File: src/rtl/mbus_pkg.sv
package mbus_pkg;

  typedef enum logic {
    MODE_STROBE_DIR = 1'b0,
    MODE_SPLIT      = 1'b1
  } bus_mode_e;

  localparam int unsigned A_MASTER  = 0;
  localparam int unsigned A_SERIAL  = 1;
  localparam int unsigned A_FRAME   = 2;
  localparam int unsigned A_STATION = 3;
  localparam int unsigned A_IRQ     = 4;
  localparam int unsigned A_FIFO    = 5;
  localparam int unsigned A_CCHAN   = 8;

  // read qualifier for a given mode and pin levels
  function automatic logic strobe_is_read(bus_mode_e m, logic ds_rd, logic rw_wr);
    if (m == MODE_STROBE_DIR) return ds_rd & rw_wr;
    return ~ds_rd;
  endfunction

  // write qualifier for a given mode and pin levels
  function automatic logic strobe_is_write(bus_mode_e m, logic ds_rd, logic rw_wr);
    if (m == MODE_STROBE_DIR) return ds_rd & ~rw_wr;
    return ~rw_wr;
  endfunction

endpackage

File: src/rtl/mbus_pin_reg.sv
module mbus_pin_reg #(
  parameter int unsigned W = 1,
  parameter logic [W-1:0] RST_VAL = '0
) (
  input  logic         clk,
  input  logic         rst_n,
  input  logic [W-1:0] d,
  output logic [W-1:0] q
);
  always_ff @(posedge clk or negedge rst_n) begin
    if (!rst_n) q <= RST_VAL;
    else        q <= d;
  end
endmodule

File: src/rtl/mbus_cycle_ctl.sv
module mbus_cycle_ctl
  import mbus_pkg::*;
#(
  parameter int unsigned ADDR_W = 5
) (
  input  logic              clk,
  input  logic              rst_n,
  input  logic              as_p,
  input  logic              ds_rd_p,
  input  logic              rw_wr_p,
  input  logic [ADDR_W-1:0] addr_p,
  output logic [ADDR_W-1:0] addr,
  output bus_mode_e         mode,
  output logic              rd_act,
  output logic              wr_act,
  output logic              rd_end,
  output logic              wr_end
);
  logic as_q, open, rd_q, wr_q, as_rise;

  assign as_rise = as_p & ~as_q;
  assign rd_act  = open & ~as_p & strobe_is_read(mode, ds_rd_p, rw_wr_p);
  assign wr_act  = open & ~as_p & strobe_is_write(mode, ds_rd_p, rw_wr_p);
  assign rd_end  = rd_q & ~rd_act;
  assign wr_end  = wr_q & ~wr_act;

  always_ff @(posedge clk or negedge rst_n) begin
    if (!rst_n) begin
      as_q <= 1'b0;
      addr <= '0;
      mode <= MODE_SPLIT;
      open <= 1'b0;
      rd_q <= 1'b0;
      wr_q <= 1'b0;
    end else begin
      as_q <= as_p;
      rd_q <= rd_act;
      wr_q <= wr_act;
      if (as_rise) begin
        addr <= addr_p;
        mode <= ds_rd_p ? MODE_SPLIT : MODE_STROBE_DIR;
        open <= 1'b1;
      end else if (rd_end || wr_end) begin
        open <= 1'b0;
      end
    end
  end

  // address and mode hold while no new address strobe rise occurs
  a_r1_latch_hold: assert property (@(posedge clk) disable iff (!rst_n)
    !as_rise |=> $stable(addr) && $stable(mode));
  // trailing-edge events last a single clock
  a_r7_rd_end_single: assert property (@(posedge clk) disable iff (!rst_n)
    rd_end |=> !rd_end);
  a_r7_wr_end_single: assert property (@(posedge clk) disable iff (!rst_n)
    wr_end |=> !wr_end);
  // no access is active while the address strobe is high
  a_r4_no_access_in_addr_phase: assert property (@(posedge clk) disable iff (!rst_n)
    as_p |-> !rd_act && !wr_act);
endmodule

File: src/rtl/mbus_regfile.sv
module mbus_regfile
  import mbus_pkg::*;
#(
  parameter int unsigned DATA_W = 8,
  parameter int unsigned ADDR_W = 5
) (
  input  logic              clk,
  input  logic              rst_n,
  input  logic [ADDR_W-1:0] addr,
  input  logic              wr_act,
  input  logic              wr_end,
  input  logic              rd_end,
  input  logic [DATA_W-1:0] ad_p,
  input  logic [DATA_W-1:0] frame_stat,
  input  logic [DATA_W-1:0] irq_stat,
  input  logic [DATA_W-1:0] rx_data,
  input  logic [DATA_W-1:0] cc_stat,
  input  logic              cc_load,
  input  logic [DATA_W-1:0] cc_data,
  output logic [DATA_W-1:0] rdata,
  output logic [DATA_W-1:0] master,
  output logic [DATA_W-1:0] serial_ctrl,
  output logic [DATA_W-1:0] frame_ctrl,
  output logic [DATA_W-1:0] station,
  output logic [DATA_W-1:0] irq_mask,
  output logic [DATA_W-1:0] cc_ctrl,
  output logic              tx_push,
  output logic [DATA_W-1:0] tx_data,
  output logic              rx_pop
);
  logic [DATA_W-1:0] wdata;
  logic              cc_from_bus;

  assign cc_from_bus = master[0];

  function automatic logic hit(logic [ADDR_W-1:0] a, int unsigned target);
    return a == ADDR_W'(target);
  endfunction

  always_ff @(posedge clk or negedge rst_n) begin
    if (!rst_n) begin
      wdata       <= '0;
      master      <= '0;
      serial_ctrl <= '0;
      frame_ctrl  <= '0;
      station     <= '0;
      irq_mask    <= '0;
      cc_ctrl     <= '0;
      tx_push     <= 1'b0;
      tx_data     <= '0;
      rx_pop      <= 1'b0;
    end else begin
      if (wr_act) wdata <= ad_p;
      tx_push <= wr_end && hit(addr, A_FIFO);
      rx_pop  <= rd_end && hit(addr, A_FIFO);
      if (wr_end) begin
        if (hit(addr, A_MASTER))  master      <= wdata;
        if (hit(addr, A_SERIAL))  serial_ctrl <= wdata;
        if (hit(addr, A_FRAME))   frame_ctrl  <= wdata;
        if (hit(addr, A_STATION)) station     <= wdata;
        if (hit(addr, A_IRQ))     irq_mask    <= wdata;
        if (hit(addr, A_FIFO))    tx_data     <= wdata;
      end
      if (cc_from_bus) begin
        if (wr_end && hit(addr, A_CCHAN)) cc_ctrl <= wdata;
      end else if (cc_load) begin
        cc_ctrl <= cc_data;
      end
    end
  end

  always_comb begin
    rdata = '0;
    if (hit(addr, A_MASTER))  rdata = master;
    if (hit(addr, A_SERIAL))  rdata = serial_ctrl;
    if (hit(addr, A_FRAME))   rdata = frame_stat;
    if (hit(addr, A_STATION)) rdata = station;
    if (hit(addr, A_IRQ))     rdata = irq_stat;
    if (hit(addr, A_FIFO))    rdata = rx_data;
    if (hit(addr, A_CCHAN))   rdata = cc_stat;
  end

  // push and pop are single-clock pulses and never coincide
  a_r7_push_pulse: assert property (@(posedge clk) disable iff (!rst_n)
    tx_push |=> !tx_push);
  a_r7_pop_pulse: assert property (@(posedge clk) disable iff (!rst_n)
    rx_pop |=> !rx_pop);
  a_r7_push_pop_apart: assert property (@(posedge clk) disable iff (!rst_n)
    !(tx_push && rx_pop));
  // master control changes only after a write ends
  a_r5_master_needs_write: assert property (@(posedge clk) disable iff (!rst_n)
    !wr_end |=> $stable(master));
  // with bus source selected, channel control moves only on a write end
  a_r8_cc_bus_source: assert property (@(posedge clk) disable iff (!rst_n)
    cc_from_bus && !wr_end |=> $stable(cc_ctrl));
endmodule

File: src/rtl/mbus_port.sv
module mbus_port
  import mbus_pkg::*;
#(
  parameter int unsigned DATA_W = 8,
  parameter int unsigned ADDR_W = 5
) (
  input  logic              clk,
  input  logic              rst_n,
  input  logic              as_i,
  input  logic              ds_rd_i,
  input  logic              rw_wr_i,
  input  logic [DATA_W-1:0] ad_i,
  output logic [DATA_W-1:0] ad_o,
  output logic              ad_oe_o,
  input  logic [DATA_W-1:0] frame_stat_i,
  input  logic [DATA_W-1:0] irq_stat_i,
  input  logic [DATA_W-1:0] rx_data_i,
  input  logic [DATA_W-1:0] cc_stat_i,
  input  logic              cc_load_i,
  input  logic [DATA_W-1:0] cc_data_i,
  output logic [DATA_W-1:0] master_o,
  output logic [DATA_W-1:0] serial_ctrl_o,
  output logic [DATA_W-1:0] frame_ctrl_o,
  output logic [DATA_W-1:0] station_o,
  output logic [DATA_W-1:0] irq_mask_o,
  output logic [DATA_W-1:0] cc_ctrl_o,
  output logic              tx_push_o,
  output logic [DATA_W-1:0] tx_data_o,
  output logic              rx_pop_o
);
  localparam int unsigned CTRL_W = 3;

  logic [CTRL_W-1:0] ctrl_p;
  logic [DATA_W-1:0] ad_p, rdata;
  logic [ADDR_W-1:0] addr;
  bus_mode_e         mode;
  logic              rd_act, wr_act, rd_end, wr_end;

  mbus_pin_reg #(.W(CTRL_W), .RST_VAL(3'b011)) u_ctrl_reg (
    .clk(clk), .rst_n(rst_n), .d({as_i, ds_rd_i, rw_wr_i}), .q(ctrl_p));

  mbus_pin_reg #(.W(DATA_W), .RST_VAL('0)) u_ad_reg (
    .clk(clk), .rst_n(rst_n), .d(ad_i), .q(ad_p));

  mbus_cycle_ctl #(.ADDR_W(ADDR_W)) u_ctl (
    .clk(clk), .rst_n(rst_n),
    .as_p(ctrl_p[2]), .ds_rd_p(ctrl_p[1]), .rw_wr_p(ctrl_p[0]),
    .addr_p(ad_p[ADDR_W-1:0]),
    .addr(addr), .mode(mode),
    .rd_act(rd_act), .wr_act(wr_act), .rd_end(rd_end), .wr_end(wr_end));

  mbus_regfile #(.DATA_W(DATA_W), .ADDR_W(ADDR_W)) u_regs (
    .clk(clk), .rst_n(rst_n), .addr(addr),
    .wr_act(wr_act), .wr_end(wr_end), .rd_end(rd_end), .ad_p(ad_p),
    .frame_stat(frame_stat_i), .irq_stat(irq_stat_i),
    .rx_data(rx_data_i), .cc_stat(cc_stat_i),
    .cc_load(cc_load_i), .cc_data(cc_data_i),
    .rdata(rdata), .master(master_o), .serial_ctrl(serial_ctrl_o),
    .frame_ctrl(frame_ctrl_o), .station(station_o), .irq_mask(irq_mask_o),
    .cc_ctrl(cc_ctrl_o), .tx_push(tx_push_o), .tx_data(tx_data_o),
    .rx_pop(rx_pop_o));

  assign ad_oe_o = rd_act;
  assign ad_o    = rd_act ? rdata : '0;

  // the bus is never driven during a write access
  a_r4_no_drive_on_write: assert property (@(posedge clk) disable iff (!rst_n)
    wr_act && mode == MODE_STROBE_DIR |-> !ad_oe_o);
endmodule

File: config.mk
export PLATFORM = sky130hd
export DESIGN_NAME = mbus_port
export DESIGN_NICKNAME = d
export VERILOG_FILES = /design/src/rtl/mbus_pkg.sv /design/src/rtl/mbus_pin_reg.sv /design/src/rtl/mbus_cycle_ctl.sv /design/src/rtl/mbus_regfile.sv /design/src/rtl/mbus_port.sv
export SDC_FILE = /design/constraint.sdc
export NUM_CORES = 1
export LEC_CHECK = 0
export BUFFER_PORTS_ARGS = -buffer_cell sky130_fd_sc_hd__buf_2
export CAP_MARGIN = 25
export CORE_AREA = 2 2 91 93
export CTS_BUF_LIST = sky130_fd_sc_hd__clkbuf_4 sky130_fd_sc_hd__clkbuf_8
export DETAILED_ROUTE_END_ITERATION = 8
export DIE_AREA = 0 0 93 95
export GPL_ROUTABILITY_DRIVEN = 0
export PLACE_DENSITY_LB_ADDON = 0.25
export SYNTH_ARGS = -nofsm -noshare
export SYNTH_HDL_FRONTEND = slang
export SYNTH_HIERARCHICAL = 1
export SYNTH_SLANG_ARGS = --single-unit
export TNS_END_PERCENT = 20
File: constraint.sdc
create_clock -name clk -period 2.4 [get_ports clk]
set_input_delay 0 -clock clk [delete_from_list [all_inputs] [get_ports clk]]
set_output_delay 0 -clock clk [all_outputs]
set_load 0.02 [all_outputs]
; ---- After elaboration in Yosys (flattened, before gate mapping)
; Index checks and enable logic that the tools add are counted.
; W data, S select, Z words.
[classes]
reduce_logical = 14
eq_ne = 7
muxes = 16
bitwise_logic = 14
[op_table]
columns = cell, count
row1 = $mux W8, 11
row2 = $reduce_and A2 Y1, 7
row3 = $eq A5 B2 Y1 const B, 2
row4 = $eq A5 B3 Y1 const B, 2
row5 = $and A1 B1 Y1, 8
row6 = $not A1 Y1, 6
row7 = $eq A5 B1 Y1 const B, 1
row8 = $eq A5 B4 Y1 const B, 1
row9 = $logic_not A5 Y1, 1
row10 = $mux W1, 5
row11 = $reduce_bool A2 Y1, 2
row12 = $logic_and A1 B1 Y1, 3
row13 = $ne A2 B2 Y1 const B, 1
row14 = $logic_or A1 B1 Y1, 1
[totals]
output_inout_bits = 67
reg_bits = 87
input_bits = 54
word_cells = 69

; ---- Longest topological paths before layout
; Gate-level depths: netlist of run 1.
[logic_depth]
ltp_word = 9
depth_mapped = 8
ltp_nobuf = 5

; ---- Hierarchy
; Netlist of run 1, hierarchy kept.
[modules_own_cells]
columns = mod, cells_per_inst, instances, area_each_um2
row1 = mbus_regfile, 265, 1, 3278.1
row2 = mbus_cycle_ctl, 31, 1, 452.9
row3 = mbus_pin_reg (u_ad_reg), 8, 1, 200.2
row4 = mbus_pin_reg (u_ctrl_reg), 3, 1, 77.6
row5 = mbus_port, 8, 1, 50.0

; ---- Worst setup path after synthesis of run 1
; OpenSTA, ideal clock, no wires.
[synth_timing]
path_kind = flip-flop to flip-flop
startpoint = reg u_ctl.mode
endpoint = reg u_regs.cc_ctrl[0]
n_path_buf = 2
t_required_ns = 2.275
setup_ns = 0.125
stages_incl_launch_ff = 8
synth_period_minus_slack_ns = 1.790
setup_slack_ns = 0.610
t_arrival_ns = 1.664
cell_sequence = dfstp_2 -> nor2_1 -> nor3_1 -> nor2b_1 -> clkbuf_1 -> a31o_1 -> buf_6 -> mux2_4
[synth_between]
elab_chain_cells = 7
[synth_lines]
columns = element, line
row1 = "start, declared", mbus_cycle_ctl.sv:13  ; output bus_mode_e mode,
row2 = "start signal, assigned", mbus_cycle_ctl.sv:41  ; mode <= ds_rd_p ? MODE_SPLIT : MODE_STROBE_DIR;
row3 = $mux W1, mbus_pkg.sv:25  ; return ~rw_wr;
row4 = $and A1 B1 Y1, mbus_cycle_ctl.sv:23  ; assign wr_act = open & ~as_p & strobe_is_write(mode, ds_rd_p, rw_wr_p);
row5 = net wr_act, mbus_port.sv:37  ; logic rd_act, wr_act, rd_end, wr_end;
row6 = $not A1 Y1, mbus_cycle_ctl.sv:25  ; assign wr_end = wr_q & ~wr_act;
row7 = $and A1 B1 Y1, mbus_cycle_ctl.sv:25
row8 = net wr_end, mbus_port.sv:37
row9 = $logic_and A1 B1 Y1, mbus_regfile.sv:65  ; if (wr_end && hit(addr, A_CCHAN)) cc_ctrl <= wdata;
row10 = $ne A2 B2 Y1 (no line), n/a
row11 = $reduce_and A2 Y1 (no line), n/a
row12 = "end signal, assigned", mbus_regfile.sv:65
row13 = "end signal, assigned", mbus_regfile.sv:67  ; cc_ctrl <= cc_data;
row14 = "end, declared", mbus_regfile.sv:26  ; output logic [DATA_W-1:0] cc_ctrl,
; The timed path passes the listed nets, and every way through them passes these cells.
; A chain may end at the register's enable or synchronous reset.

; ---- Worst setup path after layout of run 1
[layout_timing]
startpoint = reg u_ctl.addr[0]
endpoint = out ad_o[4]
[layout_between]
elab_chain_cells = 9
word_cells_on_any_way = 15
classes_between = 6 x eq/ne / 8 x mux / 1 x reduce/logical
[layout_lines]
columns = element, line
row1 = "start, declared", mbus_cycle_ctl.sv:12  ; output logic [ADDR_W-1:0] addr,
row2 = "start signal, assigned", mbus_cycle_ctl.sv:40  ; addr <= addr_p;
row3 = $logic_not A5 Y1, mbus_regfile.sv:37  ; return a == ADDR_W'(target);
row4 = $mux W8, mbus_regfile.sv:74  ; if (hit(addr, A_MASTER)) rdata = master;
row5 = $mux W8, mbus_regfile.sv:75  ; if (hit(addr, A_SERIAL)) rdata = serial_ctrl;
row6 = $mux W8, mbus_regfile.sv:76  ; if (hit(addr, A_FRAME)) rdata = frame_stat;
row7 = $mux W8, mbus_regfile.sv:77  ; if (hit(addr, A_STATION)) rdata = station;
row8 = $mux W8, mbus_regfile.sv:78  ; if (hit(addr, A_IRQ)) rdata = irq_stat;
row9 = $mux W8, mbus_regfile.sv:79  ; if (hit(addr, A_FIFO)) rdata = rx_data;
row10 = $mux W8 (*), mbus_regfile.sv:80  ; if (hit(addr, A_CCHAN)) rdata = cc_stat;
row11 = net rdata[4], mbus_port.sv:34  ; logic [DATA_W-1:0] ad_p, rdata;
row12 = $mux W8 (*), mbus_port.sv:64  ; assign ad_o = rd_act ? rdata : '0;
row13 = "end, declared", mbus_port.sv:13  ; output logic [DATA_W-1:0] ad_o,
; The timed path passes the listed nets; every way through them passes the cells marked *.

==> impl_metrics.tcl, run 1 <==
set metrics [dict create \
    yosys-top-cells-area "dfrtp_1 (52%), mux2_2 (16%), mux2_4 (5.2%)" \
    crit_path_start_kind "register" \
    ys_warn_count 6 \
    antenna-diode-count 0 \
    syn-cell-area_mm2 0.00406 \
    clk_path_buf_depth 2 \
    yosysSeqAreaShare_pct 53.7 \
    yosys.area.top_type "dfrtp_1" \
    vias 3032 \
    critPathKind "register to output pin" \
    maxUsedRoutingLayer "met4" \
    total_leakage_power_nw 2.57 \
    portBuffers 120 \
    crit_path_max_fanout 10 \
    antenna_left 0 \
    n_fill_cell 649 \
    wl_per_cell_um 18.2 \
    ys_ff_latch 87 \
    core_mm2 0.00793 \
    grt_pass1_vias 2937 \
    crit_buf_inv 2 \
    hold_violations 0 \
    slew_headroom_pct 50.1 \
    grt.overflow.total 0 \
    hold_class "input port to register" \
    crit_family "compound AO/OA/AOI/OAI gates" \
    r2r-start "u_ctl/mode$_DFFE_PN1P_" \
    slowest_delay_ns 0.53 \
    synthToLayoutAreaGrowth_pct 25.5 \
    synth.most_common_cell "dfrtp_1" \
    met2_wirelength_mm 4.95 \
    cts_made_buffers 9 \
    cap_violations 0 \
    hp-start "cc_data_i[7]" \
    period_minus_slack_ns 2.28 \
    ios 121 \
    fin_skew_ns 0.00976 \
    synth_top_area_share_pct 51.8 \
    synth_edf_count 0 \
    crit_path_top_delay_cell "dfrtp_1" \
    wl_met1_mm 4.51 \
    yosys-top-cells-count "dfrtp_1 (84), mux2_2 (58), a21oi_1 (24)" \
    rsz0062_at_grt "false" \
    layout-drive-gt1-share_pct 50.4 \
    grt_pass1_wl_mm 15.8 \
    grt_max_degree 48 \
    worst_hold_slack_ns 0.00597 \
    power.total_mw 4.48 \
    postRouteWirelength_mm 10.2 \
    layout.cells.non_filler 559 \
    dp_cells 528 \
    finalMaxSlewViolations 0 \
    clock_sinks 87 \
    design.die.area_mm2 0.00884 \
    clk_latency_ns 0.36 \
    ir_worst_vdd_uv 579 \
    synth-async-reset-ratio_pct 100 \
    drc 0 \
    end_kind "output pin" \
    antenna_found_initial 0 \
    status "finished, final reports clean" \
    r2r-end "u_regs/serial_ctrl[2]$_DFFE_PN0P_" \
    tns_ns 0 \
    pwr_density_cell_mw_per_mm2 880 \
    drt-pass1-iter-count 5 \
    pre_cts_slack_ns 0.289 \
    synthFlopType "dfrtp_1" \
    dpl.hpwl_mm 7.14 \
    arrival_ns 2.28 \
    placed_area_mm2 0.00474 \
    drtIter0Drc 142 \
    fin_nets 503 \
    initial_core_util_pct 51.2 \
    hold_end "u_regs/cc_ctrl[7]$_DFFE_PN0P_" \
    final_util_pct 64.3 \
    fmax_mhz 438 \
    hold_depth 3 \
    worst_slew_pin_slew_ns 0.746 \
    finish.instance_area_mm2 0.00509 \
    wl_met3_um 607 \
    track_usage_pct 23.7 \
    final.setup.worst_slack_ns 0.119 \
    post-route-period-util_pct 95.0 \
    setup_violations 0 \
    syn-num-nets 369 \
    vias_per_cell 5.42 \
    crit_chain "nand3b_1, buf_4, o21a_1, a2111oi_0, a21oi_1, and2_1, buf_2" \
    cts-root-buf "clkbuf_8" \
    crit_required_ns 2.40 \
    htree_levels 3 \
    clk_pin_slew_ns 0.08 \
    synth.distinct_cells 37 \
    r2r_cells 5 \
    num_rows 33 \
    die_w_um 93 \
    dieHeight_um 95 \
    cts_tree "yes" \
    syn_avg_cell_area_um2 12.9 \
    rrSetupSlack_ns 0.26 \
    syn_inst 315 \
]
## final cells by class
type                    count  area (um^2)  area share [%]
repair buffers            144          816            16.0
flip-flops and latches     87         2180            42.8
clock buffers              10          138            2.70
multi-input cells         207         1760            34.6
clock inverters             6         66.3            1.30
well taps                 105          131            2.58
## what timing repair did
item / CTS / global route
hold endpoints to repair: 54 / 0
resized for setup: 0 / 3
endpoints found under the setup margin: 0 / 8
hold buffers: 13 / 0
setup buffers: 0 / 2
## state kept, by name, summed over array words and instances (netlist names)
register            count
u_ad_reg/q              8
u_ctl/addr              5
u_ctl/as_q              1
u_ctl/mode              1
u_ctl/open              1
u_ctl/rd_q              1
u_ctl/wr_q              1
u_ctrl_reg/q            3
u_regs/cc_ctrl          8
u_regs/frame_ctrl       8
u_regs/irq_mask         8
u_regs/master           8
u_regs/rx_pop           1
u_regs/serial_ctrl      8
u_regs/station          8
u_regs/tx_data          8
u_regs/tx_push          1
u_regs/wdata            8
## report_power, final
part / switching (mW) / total [mW] / internal [mW]
logic: 0.667 / 1.26 / 0.593
clock network: 0.520 / 1.04 / 0.517
registers: 0.412 / 2.18 / 1.77
total: 1.60 / 4.48 / 2.88
## metal layers
metal	vias up	global-route usage, %
li1	1405	-
met1	1510	32.5
met2	107	39.5
met3	10	4.63
met4	0	5.39
met5	-	0
## worst register-to-register path, cell delays in order (launching register included)
cell	delay (ns)
dfstp_2	0.38
nor2_1	0.16
nor3_1	0.09
nor2b_1	0.43
nand4_1	0.53
mux2_2	0.44
## cell usage in the layout, fill, tap and decap left out, types with 2 or more instances in the layout
cell	count
clkinv_2	2
mux2_1	6
and4_1	2
nand2b_1	10
dfrtp_1	83
a21oi_1	24
a2111oi_0	6
o21ai_0	8
nor2b_1	5
mux2_2	58
a22oi_1	8
o21a_1	16
nand2_1	9
clkbuf_8	10
nand3b_1	2
mux2_4	14
and4b_1	2
and2_1	9
buf_2	119
inv_6	3
dlygate4sd3_1	13
dfstp_2	3
buf_4	12
nor2_1	11
## how the worst max path moves through the flow
stage	startpoint	endpoint	cells past startpoint
after floorplan	u_ctl/mode$_DFFE_PN1P_	u_regs/cc_ctrl[0]$_DFFE_PN0P_	7
after global placement	u_ctrl_reg/q[0]$_DFF_PN1_	u_regs/serial_ctrl[6]$_DFFE_PN0P_	4
after detailed placement	u_ctl/mode$_DFFE_PN1P_	u_regs/serial_ctrl[3]$_DFFE_PN0P_	5
after CTS	u_ctl/addr[0]$_DFFE_PN0P_	ad_o[4]	6
after global routing	u_ctl/addr[0]$_DFFE_PN0P_	ad_o[7]	6
final	u_ctl/addr[0]$_DFFE_PN0P_	ad_o[4]	7
## cell families (layout without fill, tap and decap cells)
family,after synthesis,in the layout,synth area share [%]
muxes,78,78,22.9
and+or+nand+nor,61,61,9.19
DFF,87,87,53.7
buffers and inverters,21,160,2.99
AOI/OAI and AO/OA,68,68,11.2
(Power assumes the default switching activity.)
==> run 2, diff against run 1 <==
--- a/config.mk
+++ b/config.mk
@@ -5,7 +5,7 @@
 export SDC_FILE = /design/constraint.sdc
 export NUM_CORES = 1
 export LEC_CHECK = 0
-export BUFFER_PORTS_ARGS = -buffer_cell sky130_fd_sc_hd__buf_2
+export BUFFER_PORTS_ARGS = -buffer_cell sky130_fd_sc_hd__buf_4
 export CAP_MARGIN = 25
 export CORE_AREA = 2 2 91 93
 export CTS_BUF_LIST = sky130_fd_sc_hd__clkbuf_4 sky130_fd_sc_hd__clkbuf_8
@@ -13,6 +13,7 @@
 export DIE_AREA = 0 0 93 95
 export GPL_ROUTABILITY_DRIVEN = 0
 export PLACE_DENSITY_LB_ADDON = 0.25
+export RECOVER_POWER = 50
 export SYNTH_ARGS = -nofsm -noshare
 export SYNTH_HDL_FRONTEND = slang
 export SYNTH_HIERARCHICAL = 1
==> run 2 against run 1 <==
  * Die area did not move
  * Non-clock buffer count fell by 2
  * Setup slack got worse by 0.0085 ns
  * Global-route usage fell by 0.22 points
  * Highest routed layer unchanged
  * Power rose by 4.9%
  * Core utilization rose by 3.0 points
  * Routed wire length rose by 0.59%
  * Via count fell by 0.20%
  * Fmax fell by 0.37%
  * Critical path depth fell by 1
  * Clock skew fell by 0.0011 ns
  * Hold slack improved by 0.011 ns
==> impl_metrics.tcl, run 2 (synthesized netlist as in run 1, its figures left out) <==
set metrics [dict create \
    layout.cells.non_filler 557 \
    dieHeight_um 95 \
    worst_hold_slack_ns 0.0174 \
    crit_path_max_fanout 9 \
    grt.overflow.total 0 \
    grt_pass1_vias 2964 \
    core_mm2 0.00793 \
    total_leakage_power_nw 2.53 \
    layout_commonest_cell "buf_4" \
    cap_violations 0 \
    htree_levels 3 \
    fin_nets 501 \
    p_sw_mw 1.61 \
    finish.instance_area_mm2 0.00533 \
    cts_tree "yes" \
    cts_made_buffers 9 \
    crit_path_start_kind "register" \
    antenna-diode-count 0 \
    clk_latency_ns 0.34 \
    cts-root-buf "clkbuf_8" \
    design.die.area_mm2 0.00884 \
    hold_violations 0 \
    end_kind "output pin" \
    die_w_um 93 \
    period_minus_slack_ns 2.29 \
    synthToLayoutAreaGrowth_pct 31.3 \
    post-route-period-util_pct 95.4 \
    switching_share_pct 34.2 \
    grt_max_degree 87 \
    vias_per_cell 5.43 \
    wl_per_cell_um 18.4 \
    hold_class "input port to register" \
    worst_slew_pin_slew_ns 1.02 \
    arrival_ns 2.29 \
    clkPwrFrac_pct 24.9 \
    slew_headroom_pct 31.9 \
    antenna_found_initial 0 \
    fin_skew_ns 0.00865 \
    final_util_pct 67.2 \
    clk_pin_slew_ns 0.09 \
    seq_power_share_pct 46.8 \
    postRouteWirelength_mm 10.2 \
    clock_sinks 87 \
    drc 0 \
    power.total_mw 4.70 \
    pwr-share-comb_pct 28.3 \
    ir_worst_vdd_uv 596 \
    portBuffers 120 \
    p_int_mw 3.09 \
    fmax_mhz 437 \
    n_fill_cell 646 \
    ios 121 \
    drt-pass1-iter-count 5 \
    status "finished, final reports clean" \
    track_usage_pct 23.5 \
    initial_core_util_pct 51.2 \
    clk_path_buf_depth 2 \
    crit_required_ns 2.40 \
    final_cell_mix "buf_4 (93), dfrtp_1 (83), mux2_2 (58), a21oi_1 (24), clkbuf_1 (23)" \
    num_rows 33 \
    antenna_left 0 \
    drtIter0Drc 147 \
    grt_pass1_wl_mm 15.6 \
    vias 3026 \
    finalMaxSlewViolations 0 \
    layout-drive-gt1-share_pct 45.4 \
    dpl.hpwl_mm 7.05 \
    dp_cells 527 \
    seq_area_mm2 0.00218 \
    critPathKind "register to output pin" \
    pwr_density_cell_mw_per_mm2 882 \
    placed_area_mm2 0.00503 \
    setup_violations 0 \
    multi_input_area_mm2 0.00176 \
]
## run 2: cell types whose count changed in the layout (fill, tap and decap cells not counted), sizes merged
cell,before,now
inv,3,2
buf,131,94
bufinv,1,2
clkinv,2,0
dlygate4sd3,13,12
clkinvlp,0,1
clkbuf,10,47
## run 2: worst max-delay path, cell delays in order (launching register included)
cell,delay [ns]
dfrtp_1,0.52
or3b_4,0.49
o21a_1,0.13
a2111oi_0,0.41
a21oi_1,0.08
and2_1,0.18
buf_4,0.15
## run 2: timing repair
| item | CTS | global route |
|---|---|---|
| setup buffers | 1 | 0 |
| pin swaps | 1 | 0 |
| setup endpoints to repair | 8 | 7 |
| gates resized for setup | 1 | 4 |
| hold buffers | 12 | 0 |
| endpoints found under the hold margin | 95 | 0 |
## run 2: path summary, 6_finish.rpt
path                            slack (ns)                      start  cells past startpoint                           endpoint
worst max-delay path                  0.11  u_ctl/addr[3]$_DFFE_PN0P_                      6                            ad_o[5]
worst min-delay path                  0.02               cc_data_i[0]                      3      u_regs/cc_ctrl[0]$_DFFE_PN0P_
worst max register to register        0.27  u_ctrl_reg/q[0]$_DFF_PN1_                      4  u_regs/serial_ctrl[7]$_DFFE_PN0P_
max in group asynchronous             0.74                      rst_n                      4             u_ctl/mode$_DFFE_PN1P_
min in group asynchronous             0.11                      rst_n                      2          u_ctrl_reg/q[2]$_DFF_PN0_
worst min register to register        0.43  u_ctrl_reg/q[2]$_DFF_PN0_                      0               u_ctl/as_q$_DFF_PN0_
## run 2: through the flow
step	TNS [ns]	setup slack (ns)
finish	0	0.111
global route	-0.0143	-0.0143
CTS	0	0.0357
detailed placement	0	0.289
global placement	0	0.311
floorplan	0	0.610
## run 2: routing by layer
| metal | track usage, % | share of wire, % | wire length, um |
|---|---|---|---|
| met5 | 0 | 0 | 0 |
| met4 | 8.21 | 1.7 | 172 |
| met3 | 4.31 | 5.8 | 597 |
| met2 | 39.3 | 49 | 4990 |
| met1 | 31.0 | 44 | 4470 |
## run 2: area by class of cell
| class | instances | area share [%] |
|---|---|---|
| repair buffers | 142 | 19.1 |
| flip-flops and latches | 87 | 40.9 |
| clock buffers | 11 | 2.84 |
| well taps | 105 | 2.46 |
| multi-input cells | 207 | 33.0 |
| clock inverters | 5 | 1.64 |
## run 2: power by group through the flow
stage | logic [mW] | registers, mW | clock network (mW)
5_1_grt | 1.42 | 2.25 | 1.25
4_1_cts | 1.40 | 2.20 | 1.20
2_1_floorplan | 0.590 | 2.28 | 0
3_5_place_dp | 1.38 | 2.23 | 0
6_report | 1.33 | 2.20 | 1.17
3_3_place_gp | 1.34 | 2.22 | 0
==> run 3, diff against run 2 <==
--- a/config.mk
+++ b/config.mk
@@ -12,8 +12,9 @@
 export DETAILED_ROUTE_END_ITERATION = 8
 export DIE_AREA = 0 0 93 95
 export GPL_ROUTABILITY_DRIVEN = 0
-export PLACE_DENSITY_LB_ADDON = 0.25
+export PLACE_DENSITY = 0.78
 export RECOVER_POWER = 50
+export SETUP_SLACK_MARGIN = 0.2
 export SYNTH_ARGS = -nofsm -noshare
 export SYNTH_HDL_FRONTEND = slang
 export SYNTH_HIERARCHICAL = 1
==> run 3 against run 2 <==
  * Core utilization up 2.8 points
  * Critical path type unchanged
  * Clock skew shrank 0.00067 ns
  * Fmax grew 7.2%
  * Hold slack better by 0.0023 ns
  * Power fell by 0.34%
  * Die area unchanged
  * Clock-buffer cell count rose by 1
==> impl_metrics.tcl, run 3 (synthesized netlist as in run 1, its figures left out) <==
set metrics [dict create \
    status "finished, final reports clean" \
    drtIter0Drc 202 \
    fmax_mhz 468 \
    pwr_density_cell_mw_per_mm2 844 \
    wl_met1_mm 4.48 \
    met2_wirelength_mm 5.06 \
    antenna_found_initial 0 \
    initial_core_util_pct 51.2 \
    wl_per_cell_um 18.3 \
    final_util_pct 70.0 \
    clk_latency_ns 0.35 \
    power.total_mw 4.68 \
    antenna_left 0 \
    drt-pass1-iter-count 4 \
    total_leakage_power_nw 2.61 \
    maxUsedRoutingLayer "met4" \
    design.die.area_mm2 0.00884 \
    clk_pin_slew_ns 0.08 \
    period_minus_slack_ns 2.14 \
    final_cell_mix "buf_4 (103), dfrtp_1 (80), mux2_2 (58), a21oi_1 (24), clkbuf_1 (23)" \
    clk_path_buf_depth 2 \
    vias 3137 \
    post-route-period-util_pct 89.0 \
    dieHeight_um 95 \
    ir_worst_vdd_uv 631 \
    placed_area_mm2 0.00503 \
    dpl.hpwl_mm 6.90 \
    wl_met3_um 767 \
    vias_per_cell 5.47 \
    setup_violations 0 \
    cts-root-buf "clkbuf_8" \
    num_rows 33 \
    grt_pass1_wl_mm 16.1 \
    grt_max_degree 87 \
    layout_commonest_cell "buf_4" \
    layout-drive-gt1-share_pct 48.4 \
    cap_violations 0 \
    worst_slew_pin_slew_ns 0.974 \
    core_mm2 0.00793 \
    clock_sinks 87 \
    grt.overflow.total 0 \
    fin_nets 518 \
    finish.instance_area_mm2 0.00555 \
    cts_made_buffers 9 \
    htree_levels 3 \
    crit_path_max_fanout 8 \
    rsz0062_at_grt "true" \
    synthToLayoutAreaGrowth_pct 36.8 \
    postRouteWirelength_mm 10.5 \
    tns_ns 0 \
    crit_path_start_kind "register" \
    ios 121 \
    antenna-diode-count 0 \
    die_w_um 93 \
    worst_hold_slack_ns 0.0197 \
    arrival_ns 2.14 \
    track_usage_pct 24.1 \
    cts_tree "yes" \
    end_kind "output pin" \
    drc 0 \
    fin_skew_ns 0.00798 \
    hold_violations 0 \
    portBuffers 120 \
    crit_required_ns 2.40 \
    critPathKind "register to output pin" \
    finalMaxSlewViolations 0 \
    grt_pass1_vias 3009 \
    hold_class "input port to register" \
    n_fill_cell 607 \
    slew_headroom_pct 35.1 \
]
-- run 3: final timing paths --
| check | cells after the start | slack [ns] | to | from |
|---|---|---|---|---|
| worst max-delay path | 6 | 0.26 | ad_o[6] | u_ctl/addr[2]$_DFFE_PN0P_ |
| max in group asynchronous | 3 | 0.72 | u_ctl/addr[0]$_DFFE_PN0P_ | rst_n |
| min in group asynchronous | 2 | 0.20 | u_ad_reg/q[3]$_DFF_PN0_ | rst_n |
| worst min register to register | 0 | 0.43 | u_ctl/as_q$_DFF_PN0_ | u_ctrl_reg/q[2]$_DFF_PN0_ |
| worst max register to register | 5 | 0.28 | u_regs/tx_data[1]$_DFFE_PN0P_ | u_ctl/mode$_DFFE_PN1P_ |
| worst min-delay path | 3 | 0.02 | u_regs/cc_ctrl[1]$_DFFE_PN0P_ | cc_data_i[1] |
-- run 3: through the flow --
stage	worst slack, ns	instances
2_1_floorplan	0.610	315
3_3_place_gp	0.351	527
3_5_place_dp	0.310	527
4_1_cts	0.195	562
5_1_grt	0.152	574
6_report	0.264	574
-- run 3: power by group --
| group | switching, mW | leakage (nW) | internal [mW] |
|---|---|---|---|
| combinational | 0.713 | 1.39 | 0.727 |
| sequential | 0.413 | 1.11 | 1.77 |
| clock | 0.506 | 0.102 | 0.552 |
| total | 1.63 | 2.61 | 3.05 |
-- run 3: final cells by class --
type | instances | area (um^2) | share of cell area [%]
Clock inverter | 4 | 53.8 | 0.969
Multi-Input combinational cell | 207 | 1840 | 33.1
Tap cell | 105 | 131 | 2.37
Timing Repair Buffer | 159 | 1180 | 21.3
Sequential cell | 87 | 2190 | 39.4
Clock buffer | 12 | 159 | 2.86
-- run 3: per-layer routing --
metal  vias up  GRT usage (%)
met1      1540           32.5
met4         0           9.19
met5         -              0
met3        16           6.23
met2       139           37.7
li1       1442              -
-- run 3: what timing repair did --
item / 4_1_cts / 5_1_grt
resized for setup: 7 / 18
setup endpoints to repair: 8 / 50
hold buffers: 18 / 0
buffers inserted: 1 / 11
pin swaps: 0 / 4
endpoints found under the hold margin: 101 / 0
-- run 3: critical path, cell delays in order (launching register included) --
cell and delay, ns:
dfrtp_2 0.47, or3b_4 0.45, o21a_1 0.14, a2111oi_2 0.32, a21oi_1 0.09, and2_1 0.18, buf_4 0.15
